<file path="config.mk">
export PLATFORM = sky130hd
export DESIGN_NAME = wlvl_exit_seq
export DESIGN_NICKNAME = d
export VERILOG_FILES = /design/src/rtl/wlx_pkg.sv /design/src/rtl/wlx_ctrl.sv /design/src/rtl/wlx_mrs_gen.sv /design/src/rtl/wlx_ready_track.sv /design/src/rtl/wlvl_exit_seq.sv
export SDC_FILE = /design/constraint.sdc
export NUM_CORES = 1
export LEC_CHECK = 0
export BUFFER_PORTS_ARGS = -buffer_cell sky130_fd_sc_hd__buf_2
export CAP_MARGIN = 20
export CORE_ASPECT_RATIO = 2
export CORE_MARGIN = 2
export CORE_UTILIZATION = 45
export DETAILED_ROUTE_END_ITERATION = 6
export HOLD_SLACK_MARGIN = 0.03
export PLACE_DENSITY = 0.76
export SLEW_MARGIN = 20
export SYNTH_ARGS = -nofsm -noshare
export SYNTH_HDL_FRONTEND = slang
export SYNTH_HIERARCHICAL = 1
export SYNTH_SLANG_ARGS = --single-unit
</file>
<file path="constraint.sdc">
create_clock -name clk -period 1.7 [get_ports clk]
set_input_delay 0.34 -clock clk [delete_from_list [all_inputs] [get_ports clk]]
set_output_delay 0.34 -clock clk [all_outputs]
set_load 0.005 [all_outputs]
</file>
<file path="src/rtl/wlx_pkg.sv">
package wlx_pkg;

    localparam int unsigned ADDR_W    = 16;
    localparam int unsigned BANK_W    = 3;
    localparam logic [BANK_W-1:0] MR1_SEL = 3'd1;

    typedef enum logic [1:0] {
        CMD_NOP = 2'b00,
        CMD_MRS = 2'b01
    } cmd_e;

    typedef enum logic [1:0] {
        PH_IDLE,
        PH_MARGIN,
        PH_TOFF,
        PH_WAIT
    } phase_e;

    typedef struct packed {
        cmd_e              cmd;
        logic [BANK_W-1:0] bank;
        logic [ADDR_W-1:0] addr;
    } cmd_word_t;

    localparam cmd_word_t IDLE_WORD = '{cmd: CMD_NOP, bank: '0, addr: '0};

    function automatic logic [ADDR_W-1:0] drop_bit(
        input logic [ADDR_W-1:0] v,
        input int unsigned       pos
    );
        logic [ADDR_W-1:0] r;
        r      = v;
        r[pos] = 1'b0;
        return r;
    endfunction

    function automatic int unsigned max2(input int unsigned a, input int unsigned b);
        return (a > b) ? a : b;
    endfunction

    function automatic int unsigned bits_for(input int unsigned n);
        return (n < 2) ? 1 : $clog2(n + 1);
    endfunction

endpackage

</file>
<file path="src/rtl/wlx_ctrl.sv">
module wlx_ctrl
    import wlx_pkg::*;
#(
    parameter int unsigned MARGIN_CYC = 4,
    parameter int unsigned TOFF_CYC   = 6,
    parameter int unsigned CW         = 4
) (
    input  logic clk,
    input  logic rst,
    input  logic exit_req,
    input  logic next_rank,
    input  logic dq_fb,
    input  logic finishing,
    output logic accept,
    output logic fire,
    output logic dqs_drive,
    output logic odt,
    output logic wl_result,
    output logic busy,
    output logic cont_q
);

    phase_e          phase;
    logic [CW-1:0]   cnt;
    logic            margin_last;

    assign accept      = (phase == PH_IDLE) && exit_req;
    assign margin_last = (phase == PH_MARGIN) && (cnt == CW'(MARGIN_CYC - 1));
    assign fire        = (phase == PH_TOFF) && (cnt == CW'(TOFF_CYC - 1));
    assign busy        = (phase != PH_IDLE);

    always_ff @(posedge clk) begin
        if (rst) begin
            phase     <= PH_IDLE;
            cnt       <= '0;
            dqs_drive <= 1'b1;
            odt       <= 1'b1;
            wl_result <= 1'b0;
            cont_q    <= 1'b0;
        end else begin
            unique case (phase)
                PH_IDLE: begin
                    if (exit_req) begin
                        phase  <= PH_MARGIN;
                        cnt    <= '0;
                        cont_q <= next_rank;
                    end
                end
                PH_MARGIN: begin
                    if (margin_last) begin
                        wl_result <= dq_fb;
                        dqs_drive <= 1'b0;
                        odt       <= 1'b0;
                        phase     <= PH_TOFF;
                        cnt       <= '0;
                    end else begin
                        cnt <= cnt + 1'b1;
                    end
                end
                PH_TOFF: begin
                    if (fire) begin
                        phase <= PH_WAIT;
                        cnt   <= '0;
                    end else begin
                        cnt <= cnt + 1'b1;
                    end
                end
                PH_WAIT: begin
                    if (finishing) begin
                        phase <= PH_IDLE;
                        if (cont_q) begin
                            dqs_drive <= 1'b1;
                        end
                    end
                end
                default: phase <= PH_IDLE;
            endcase
        end
    end

endmodule

</file>
<file path="src/rtl/wlx_mrs_gen.sv">
module wlx_mrs_gen
    import wlx_pkg::*;
#(
    parameter int unsigned WL_BIT = 7
) (
    input  logic              clk,
    input  logic              rst,
    input  logic              capture,
    input  logic [ADDR_W-1:0] image,
    input  logic              fire,
    output cmd_word_t         word
);

    logic [ADDR_W-1:0] img_q;

    always_ff @(posedge clk) begin
        if (rst) begin
            img_q <= '0;
            word  <= IDLE_WORD;
        end else begin
            if (capture) begin
                img_q <= image;
            end
            if (fire) begin
                word.cmd  <= CMD_MRS;
                word.bank <= MR1_SEL;
                word.addr <= drop_bit(img_q, WL_BIT);
            end else begin
                word <= IDLE_WORD;
            end
        end
    end

endmodule

</file>
<file path="src/rtl/wlx_ready_track.sv">
module wlx_ready_track #(
    parameter int unsigned MRD_CYC = 4,
    parameter int unsigned MOD_CYC = 12,
    parameter int unsigned CW      = 4
) (
    input  logic clk,
    input  logic rst,
    input  logic clear,
    input  logic fire,
    input  logic cont,
    output logic finishing,
    output logic mrs_ok,
    output logic cmd_ok,
    output logic done
);

    logic          active;
    logic [CW-1:0] cnt;
    logic [CW-1:0] nxt;

    assign nxt       = cnt + 1'b1;
    assign finishing = active && (nxt == CW'(MOD_CYC));

    always_ff @(posedge clk) begin
        if (rst) begin
            active <= 1'b0;
            cnt    <= '0;
            mrs_ok <= 1'b0;
            cmd_ok <= 1'b0;
            done   <= 1'b0;
        end else begin
            done <= 1'b0;
            if (clear) begin
                mrs_ok <= 1'b0;
                cmd_ok <= 1'b0;
            end
            if (fire) begin
                active <= 1'b1;
                cnt    <= '0;
            end else if (active) begin
                cnt <= nxt;
                if (nxt >= CW'(MRD_CYC)) begin
                    mrs_ok <= 1'b1;
                end
                if (finishing) begin
                    active <= 1'b0;
                    done   <= 1'b1;
                    cmd_ok <= ~cont;
                end
            end
        end
    end

endmodule

</file>
<file path="src/rtl/wlvl_exit_seq.sv">
module wlvl_exit_seq
    import wlx_pkg::*;
#(
    parameter int unsigned MARGIN_CYC   = 4,
    parameter int unsigned ODTL_OFF_CYC = 3,
    parameter int unsigned AOF_CYC      = 2,
    parameter int unsigned IS_CYC       = 1,
    parameter int unsigned MRD_CYC      = 4,
    parameter int unsigned MOD_CYC      = 12,
    parameter int unsigned WL_BIT       = 7
) (
    input  logic                      clk,
    input  logic                      rst,
    input  logic                      exit_req,
    input  logic                      next_rank,
    input  logic                      dq_fb,
    input  logic [wlx_pkg::ADDR_W-1:0] mr1_image,
    output logic [1:0]                cmd_o,
    output logic [wlx_pkg::BANK_W-1:0] bank_o,
    output logic [wlx_pkg::ADDR_W-1:0] addr_o,
    output logic                      dqs_drive_o,
    output logic                      odt_o,
    output logic                      wl_result_o,
    output logic                      mrs_ok_o,
    output logic                      cmd_ok_o,
    output logic                      done_o,
    output logic                      busy_o
);

    localparam int unsigned TOFF_CYC = ODTL_OFF_CYC + AOF_CYC + IS_CYC;
    localparam int unsigned MAX_CNT  = max2(max2(MARGIN_CYC, TOFF_CYC), max2(MRD_CYC, MOD_CYC));
    localparam int unsigned CW       = bits_for(MAX_CNT);

    generate
        if (MARGIN_CYC < 1 || ODTL_OFF_CYC < 1 || AOF_CYC < 1 || IS_CYC < 1 ||
            MRD_CYC < 1 || MOD_CYC < MRD_CYC || WL_BIT >= ADDR_W) begin : g_bad_param
            initial $fatal(1, "wlvl_exit_seq: illegal timing or bit parameter");
        end
    endgenerate

    logic      accept;
    logic      fire;
    logic      finishing;
    logic      cont_q;
    cmd_word_t word;

    wlx_ctrl #(
        .MARGIN_CYC (MARGIN_CYC),
        .TOFF_CYC   (TOFF_CYC),
        .CW         (CW)
    ) u_ctrl (
        .clk       (clk),
        .rst       (rst),
        .exit_req  (exit_req),
        .next_rank (next_rank),
        .dq_fb     (dq_fb),
        .finishing (finishing),
        .accept    (accept),
        .fire      (fire),
        .dqs_drive (dqs_drive_o),
        .odt       (odt_o),
        .wl_result (wl_result_o),
        .busy      (busy_o),
        .cont_q    (cont_q)
    );

    wlx_mrs_gen #(
        .WL_BIT (WL_BIT)
    ) u_mrs (
        .clk     (clk),
        .rst     (rst),
        .capture (accept),
        .image   (mr1_image),
        .fire    (fire),
        .word    (word)
    );

    wlx_ready_track #(
        .MRD_CYC (MRD_CYC),
        .MOD_CYC (MOD_CYC),
        .CW      (CW)
    ) u_rdy (
        .clk       (clk),
        .rst       (rst),
        .clear     (accept),
        .fire      (fire),
        .cont      (cont_q),
        .finishing (finishing),
        .mrs_ok    (mrs_ok_o),
        .cmd_ok    (cmd_ok_o),
        .done      (done_o)
    );

    assign cmd_o  = word.cmd;
    assign bank_o = word.bank;
    assign addr_o = word.addr;

endmodule

</file>
# Word level (Yosys, flattened, before mapping)

Index checks and enable logic that the tools add are counted.
Widths: inputs -> output; s select.

Flip-flop bits (word level): 55
Bits in latches: 0
Bits in writable memories: 0
ROM bits: 0
Input port bits: 21
Output and inout bits: 28
Word-level logic and storage cells: 75
Memories kept: 0

Add/sub/neg operators: 2
$mul: 0
Divide/modulo/power cells: 0
Order comparisons: 1
Equality and inequality tests: 11
Shift-type cells: 0
Mux-type cells: 26
Bitwise logic cells: 3
Reductions and logical operators: 16

Operators with widths:

| kind                | count |
|---|---|
| $mux 20             | 1 |
| $mux 1              | 15 |
| $mux 4              | 3 |
| $pmux 4 s3          | 1 |
| $add 4x1->4 const B | 2 |
| $mux 2              | 4 |
| $pmux 2 s4          | 1 |
| $reduce_and 4->1    | 2 |
| $ne 2x2->1 const B  | 3 |
| $reduce_and 2->1    | 3 |
| $eq 2x2->1 const B  | 2 |
| $eq 4x2->1 const B  | 1 |
| $eq 4x3->1 const B  | 1 |
| $eq 4x4->1 const B  | 1 |
| $ge 4x3->1 const B  | 1 |
| $logic_and 1x1->1   | 4 |
| $ne 2x1->1 const B  | 2 |
| $reduce_bool 2->1   | 2 |
| $reduce_or 2->1     | 2 |
| $not 1->1           | 3 |
| $reduce_bool 3->1   | 1 |
| $reduce_or 3->1     | 1 |
| $eq 2x1->1 const B  | 1 |
| $logic_not 2->1     | 1 |
| $pmux 1 s2          | 1 |

# Logic depth before layout (Yosys ltp)

Gate-level depths: netlist (run 1).

Word-level depth: 6
Depth in mapped cells: 7
Mapped depth without buffers: 7

# Cells and area by module

The synthesis (run 1) kept the hierarchy.

By module, submodules not included:

| module          | times used | cells an instance | area each (um^2) |
|---|---|---|---|
| wlx_mrs_gen     | 1          | 87                | 1011.0 |
| wlx_ctrl        | 1          | 68                | 621.8 |
| wlx_ready_track | 1          | 39                | 347.8 |

# Worst setup path before layout (run 1)

No wires, ideal clock.

Path type: register -> register
From: reg u_ctrl.phase[0]
To: reg u_ctrl.phase[1]
Setup time: 127 ps
Arrival time: 1424 ps
Data required time: 1573 ps
Setup slack: 148 ps
Stages on the path, launching flop included: 7
Buffers on the path: 0
Period minus slack after synthesis: 1552 ps
Path through: dfxtp_1 > inv_1 > ha_1 > nor4b_2 > o311ai_4 > mux2i_1 > nor2_1

Word-level cells in the longest chain between the ends: 4
Elaborated cells between the ends (all ways): 12
Those cells by class: 7 x eq/ne; 1 x mux; 4 x reduce/logical

RTL lines:

| element                                                          | line                                           | RTL |
|---|---|---|
| start: declaration                                               | wlx_ctrl.sv:23                                 | `phase_e phase;` |
| start signal: assignment                                         | wlx_ctrl.sv:34                                 | `phase <= PH_IDLE;` |
| start signal: assignment                                         | wlx_ctrl.sv:44                                 | `phase <= PH_MARGIN;` |
| start signal: assignment                                         | wlx_ctrl.sv:54                                 | `phase <= PH_TOFF;` |
| $eq 2x1->1 / $eq 2x2->1 (equally long branches)                  | wlx_ctrl.sv:28, wlx_ctrl.sv:41, wlx_ctrl.sv:29 |  |
| $logic_and 1x1->1 (on tied branches)                             | wlx_ctrl.sv:28, wlx_ctrl.sv:29                 |  |
| $ne 2x1->1 (no source line) / $ne 2x2->1 (equally long branches) | -                                              |  |
| $reduce_and 4->1 (no source line)                                | -                                              |  |

Parallel ways exist; a longest one is shown, timed or not.
A chain may end at the register's enable or synchronous reset.

# Final worst setup path (run 1)

From: reg u_ctrl.cnt[0]
To: reg u_ctrl.phase[1]

Word-level cells in the longest chain between the ends: 4
Elaborated cells between the ends (all ways): 7
Those cells by class: 4 x eq/ne; 3 x reduce/logical

RTL lines:

| element                                                          | line                           | RTL |
|---|---|---|
| start: declaration                                               | wlx_ctrl.sv:24                 | `logic [CW-1:0] cnt;` |
| start signal: assignment                                         | wlx_ctrl.sv:57                 | `cnt <= cnt + 1'b1;` |
| start signal: assignment                                         | wlx_ctrl.sv:65                 | `cnt <= cnt + 1'b1;` |
| $eq 4x2->1 / $eq 4x3->1 (equally long branches)                  | wlx_ctrl.sv:28, wlx_ctrl.sv:29 |  |
| $logic_and 1x1->1 (on tied branches)                             | wlx_ctrl.sv:28, wlx_ctrl.sv:29 |  |
| $ne 2x1->1 (no source line) / $ne 2x2->1 (equally long branches) | -                              |  |
| $reduce_and 4->1 (no source line) (*)                            | -                              |  |

Mark *: on every way between the ends. The rest lies on a longest branch, timed or not.

==> results of run 1 <==
-- logic make-up (layout without fill, tap and decap cells) --
group	after synthesis	in the layout	share of synthesized area (%)
compound gates	18	18	6.63
simple gates	79	79	22.6
mux	19	19	9.60
other cells	1	4	0.189
buf+inv	17	63	5.24
flops	49	49	49.5
xor+xnor	4	4	1.77
fa+ha+maj	7	7	4.42
-- synth_stat cells (all sizes together), types with 2 or more instances --
master | number | area share, %
and2 | 16 | 5.1
o21ai | 5 | 1.3
nand3 | 4 | 1.0
nor2 | 31 | 5.9
ha | 7 | 4.4
dfxtp | 49 | 50
nor3 | 3 | 1.3
nand2 | 7 | 1.3
xor2 | 3 | 1.3
nor2b | 2 | 1.0
inv | 6 | 1.1
nand2b | 4 | 1.3
mux2i | 19 | 9.6
a31oi | 2 | 0.63
nand3b | 3 | 1.1
buf | 11 | 4.1
a21oi | 6 | 1.5
-- sequential cells by signal, summed over array words and instances (netlist names) --
register and cells:
u_mrs/word 16, u_mrs/img_q 15, u_ctrl/cnt 4, u_rdy/cnt 4
u_ctrl/phase 2, u_ctrl/cont_q 1, u_ctrl/dqs_drive 1, u_ctrl/odt 1
u_ctrl/wl_result 1, u_rdy/active 1, u_rdy/cmd_ok 1, u_rdy/done 1
u_rdy/mrs_ok 1
-- metal layers --
metal | GRT usage, % | vias to the layer above
met4 | 7.48 | 0
met5 | 0 | -
met3 | 3.98 | 6
li1 | - | 738
met2 | 28.7 | 39
met1 | 14.2 | 677
-- per-stage QoR --
step	worst slack (ps)	power (mW)
floorplan	148	1.90
global placement	88.9	2.04
detailed placement	24.4	2.07
CTS	4.71	2.74
global route	-46.5	2.90
finish	61.8	2.75
-- cell type report --
cell class                 count  area (µm²)
clock inverter                 2        15.0
clock buffer                   6        72.6
multi-input combinational    131         937
sequential                    49         988
tap                           54        67.6
timing repair buffer          49         260
fill                         429        1930
inverter                       6        22.5
-- what timing repair did --
action,4_1_cts,5_1_grt
hold buffers,0,0
setup endpoints to repair,0,22
setup buffers,0,0
resized for setup,0,13
-- power groups by stage --
stage	clock network (mW)	registers, mW	logic, mW
finish	0.670	1.32	0.756
global route	0.730	1.34	0.833
CTS	0.696	1.30	0.742
detailed placement	0	1.33	0.740
global placement	0	1.32	0.716
floorplan	0	1.31	0.591
-- worst max-delay path: cells and delay by family (launching register included) --
family	cells	cell delay, ps
fa+ha+maj	1	170
compound gates	1	380
flops	1	360
mux	1	240
buf+inv	1	160
simple gates	2	200
-- how the worst max path moves through the flow --
stage                                             from                           end  cells past startpoint
after floorplan           u_ctrl/phase[0]$_SDFFE_PP0P_  u_ctrl/phase[1]$_SDFFE_PP0P_                      6
after global placement      u_ctrl/cnt[0]$_SDFFE_PP0P_  u_ctrl/phase[1]$_SDFFE_PP0P_                      6
after detailed placement  u_ctrl/phase[0]$_SDFFE_PP0P_  u_ctrl/phase[1]$_SDFFE_PP0P_                      7
after CTS                 u_ctrl/phase[1]$_SDFFE_PP0P_  u_ctrl/phase[1]$_SDFFE_PP0P_                      6
after global routing      u_ctrl/phase[1]$_SDFFE_PP0P_    u_ctrl/cnt[2]$_SDFFE_PP0P_                      6
final                       u_ctrl/cnt[0]$_SDFFE_PP0P_  u_ctrl/phase[1]$_SDFFE_PP0P_                      6
==> qor.csv, run 1 <==
metric,value,unit
Setup TNS Final,0,ps
HP Start,mr1_image[13],
WL met2,2040,µm
worst skew pair latency,300,ps
Clock Root Buffer,clkbuf_8,
"Async S/R FF share, synth",0,%
Mapped Area,1980,µm²
Pwr Density,1160,nW/µm²
YS warnings,6,
routed vias/inst,4.92,
status,"complete, no violations",
WHS Endpoint,u_mrs/img_q[13]$_SDFFE_PP0P_,
Sink Count,49,
DPL Wire Length,2750,µm
Critical R2R Launch,u_ctrl/cnt[0]$_SDFFE_PP0P_,
Placed Cells,289,
GP Congestion,0.807,
IO Count,49,
Final Non-Filler Cells,297,
Die X,50.9,µm
residual DRC count,0,
diodes inserted,0,
Comb pwr share,27.5,%
Worst Setup Start Kind,register,
CP cell instances,"ha_4, nor4b_2, buf_4, o311ai_4, mux2i_1, nor2_1",
Max Used Layer,met4,
overall routing resource usage,15.2,%
library cells used by synthesis,38,
r2r endpoint,u_ctrl/phase[1]$_SDFFE_PP0P_,
row count,34,
Final Setup Violations,0,
Net Sw Frac,31.2,%
Worst setup EP type,register,
crit path DAT,1820,ps
R2R cell count,6,
Leak,1.05,nW
Sw Pwr,0.858,mW
Die Y,97.8,µm
Starting Density,46.1,%
synthesized area per cell,10.2,µm²
DR iter-0 viols,33,
worst hold path cell count,3,
number of synthesized flops with an enable pin,0,
WL/cell,12.1,µm
Worst path max stage delay,380,ps
Finished Core Util,55.0,%
layout cell share with drive strength beyond 1,30.0,%
CORE AREA,4300,µm²
Sequential Power Share,48.1,%
CP max stage cell,o311ai_4,
full die area,4980,µm²
min Tclk post-route,1640,ps
Num CTS Buffers,5,
"Seq/Total Area, Yosys",49.5,%
Setup CP Type,reg2reg,
wl on met1,1300,µm
worst hold slack,274,ps
grt total ovfl,0,
Post-synth top flop,dfxtp_1,
most frequent cells in the layout,"dfxtp_1, buf_2, nor2_1, mux2i_1, and2_1",
met3 routed WL,180,µm
crit path max fanout,5,
CTS tree,built,
post-layout instance area,2360,µm²
Worst-path clk slew,90,ps
Worst VDD drop,755,µV
worst clock skew,5.99,ps
CTS max path bufs,2,
Post-DP Area,2240,µm²
port bufs,43,
WP data required,1880,ps
largest net degree at the start of global routing,25,
clock network fraction of total power,24.4,%
via count,1460,
final period utilization,96.4,%
"FF+latch count, synth",49,
Max-Cap Viols,0,
Cells after Synth,194,
Fmax,610,MHz
RSZ-0062 raised after global routing,yes,
first-pass detailed-route iteration total,4,
final wirelength,3590,µm
"Hold Vio Cnt, Final",0,
fin nets,270,
H-Tree Depth,2,
Hold Path Class,in2reg,
"antenna viol nets, final",0,
first-pass GRT wire length,5730,µm
Int Pwr,1.89,mW
"most common cell after layout, fill and taps aside",dfxtp_1,
reg2reg setup slack,60,ps
initial antenna violation count,0,
final-report max-slew violation count,0,
area delta synth->final,19.3,%
vias in the first global route,1348,
(Power assumes the default switching activity.)
==> run 2: changes to the inputs <==
CELL_PAD_IN_SITES_DETAIL_PLACEMENT = 0   (was unset)
CELL_PAD_IN_SITES_GLOBAL_PLACEMENT = 2   (was unset)
CORE_UTILIZATION = 32   (was 45)
PLACE_DENSITY = 0.85   (was 0.76)
==> qor.csv, run 2 (synthesized netlist as in run 1, its figures left out) <==
metric,value,unit
CTS tree,built,
diodes inserted,0,
final-report max-slew violation count,0,
via count,1449,
largest net degree at the start of global routing,19,
Hold Path Class,in2reg,
DR iter-0 viols,47,
final wirelength,3820,µm
multi-input logic area,931,µm²
Worst Setup Start Kind,register,
overall routing resource usage,12.2,%
CP max stage cell,dfxtp_2,
Worst path max stage delay,360,ps
row count,40,
Final Setup Violations,0,
CTS max path bufs,2,
CP Buf/Inv Count,2,
IO Count,49,
worst hold slack,292,ps
Setup CP Type,reg2reg,
max reg flops,16,
Worst VDD drop,528,µV
Post-Place Setup Slack,52.6,ps
Die X,59.6,µm
status,"complete, no violations",
WL/cell,12.3,µm
CORE AREA,6010,µm²
most frequent cells in the layout,"dfxtp_1, buf_2, nor2_1, mux2i_1, and2_1",
Die Y,115,µm
Largest Register,u_mrs/word,
fin nets,274,
Final Power,3.33,mW
CTS Hold Bufs,0,
vias in the first global route,1407,
final period utilization,94.1,%
Worst-path clk slew,60,ps
full die area,6870,µm²
residual DRC count,0,
first-pass GRT wire length,6330,µm
H-Tree Depth,2,
layout cell share with drive strength beyond 1,30.8,%
# fillers,600,
Max-Cap Viols,0,
"most common cell after layout, fill and taps aside",dfxtp_1,
Starting Density,33.0,%
initial antenna violation count,0,
Fmax,625,MHz
first-pass detailed-route iteration total,4,
Worst setup EP type,register,
"Hold Vio Cnt, Final",0,
CP cell instances,"inv_1, ha_2, nor4bb_4, buf_4, o311ai_4, mux2i_1, nor2_1",
Num CTS Buffers,5,
WP data required,1870,ps
worst setup margin,101,ps
DPL Wire Length,2860,µm
Pwr Density,1320,nW/µm²
grt total ovfl,0,
routed vias/inst,4.67,
Leak,1.13,nW
area delta synth->final,26.9,%
biggest regs,"u_mrs/word: 16 flops, u_mrs/img_q: 15 flops",
worst skew pair latency,280,ps
port bufs,43,
min Tclk post-route,1600,ps
worst clock skew,6.54,ps
RSZ-0062 raised after global routing,yes,
"antenna viol nets, final",0,
crit path DAT,1770,ps
Sink Count,49,
crit path max fanout,4,
Clock Root Buffer,clkbuf_16,
GP Congestion,0.820,
Crit path max-delay family,flip-flops,
register area,985,µm²
run 2: cell count changes in the layout (fill, tap and decap cells not counted), moves of 2 or more:
cell,delta
clkinvlp_4,-2
clkbuf_8,-5
clkbuf_16,+5
buf_4,+2
bufinv_16,+2
run 2: metrics by stage:
step / std cells / instance area (µm²) / TNS, ps / util, %
final: 310 / 2510 / 0 / 41.9
after global routing: 310 / 2510 / -9.10 / 41.9
after CTS: 308 / 2450 / 0 / 40.9
after detailed placement: 300 / 2260 / 0 / 37.7
after global placement: 300 / 2260 / 0 / 37.7
after floorplan: 197 / 1990 / 0 / -
run 2: metal layers:
metal  vias to the layer above  track usage, %  routed length, µm
li1                        745               -                  -
met1                       668            12.0               1400
met2                        30            22.6               2200
met3                         6            2.70                141
met4                         0            6.22                 85
met5                         -               0                  0
run 2: path summary, 6_finish.rpt:
path                                startpoint                      endpoint  slack, ps  cells past startpoint
setup / recovery    u_ctrl/cnt[1]$_SDFFE_PP0P_  u_ctrl/phase[1]$_SDFFE_PP0P_        100                      7
hold / removal                    mr1_image[2]   u_mrs/img_q[2]$_SDFFE_PP0P_        290                      3
setup reg to reg    u_ctrl/cnt[1]$_SDFFE_PP0P_  u_ctrl/phase[1]$_SDFFE_PP0P_        100                      7
hold reg to reg   u_mrs/img_q[15]$_SDFFE_PP0P_     u_mrs/word[15]$_SDFF_PP0_        450                      1
run 2: cell type report:
cell class	count	area share [%]
inverters	6	0.896
clock inverters	3	2.59
clock buffers	5	4.98
well taps	63	3.14
flip-flops and latches	49	39.2
repair buffers	53	12.2
multi-input cells	131	37.0
run 2: what timing repair did:
| action | CTS | global route |
|---|---|---|
| setup endpoints to repair | 0 | 23 |
| gates resized for setup | 0 | 11 |
| buffers inserted | 0 | 2 |
run 2: report_power, final:
part / total, mW / switching [mW] / internal, mW
clock network: 1.24 / 0.404 / 0.839
registers: 1.31 / 0.0648 / 1.25
logic: 0.772 / 0.410 / 0.363
total: 3.33 / 0.878 / 2.45
run 2: worst min-delay path, stage by stage:
cell	delay, ps
buf_2	80
mux2i_1	50
nor2_1	70
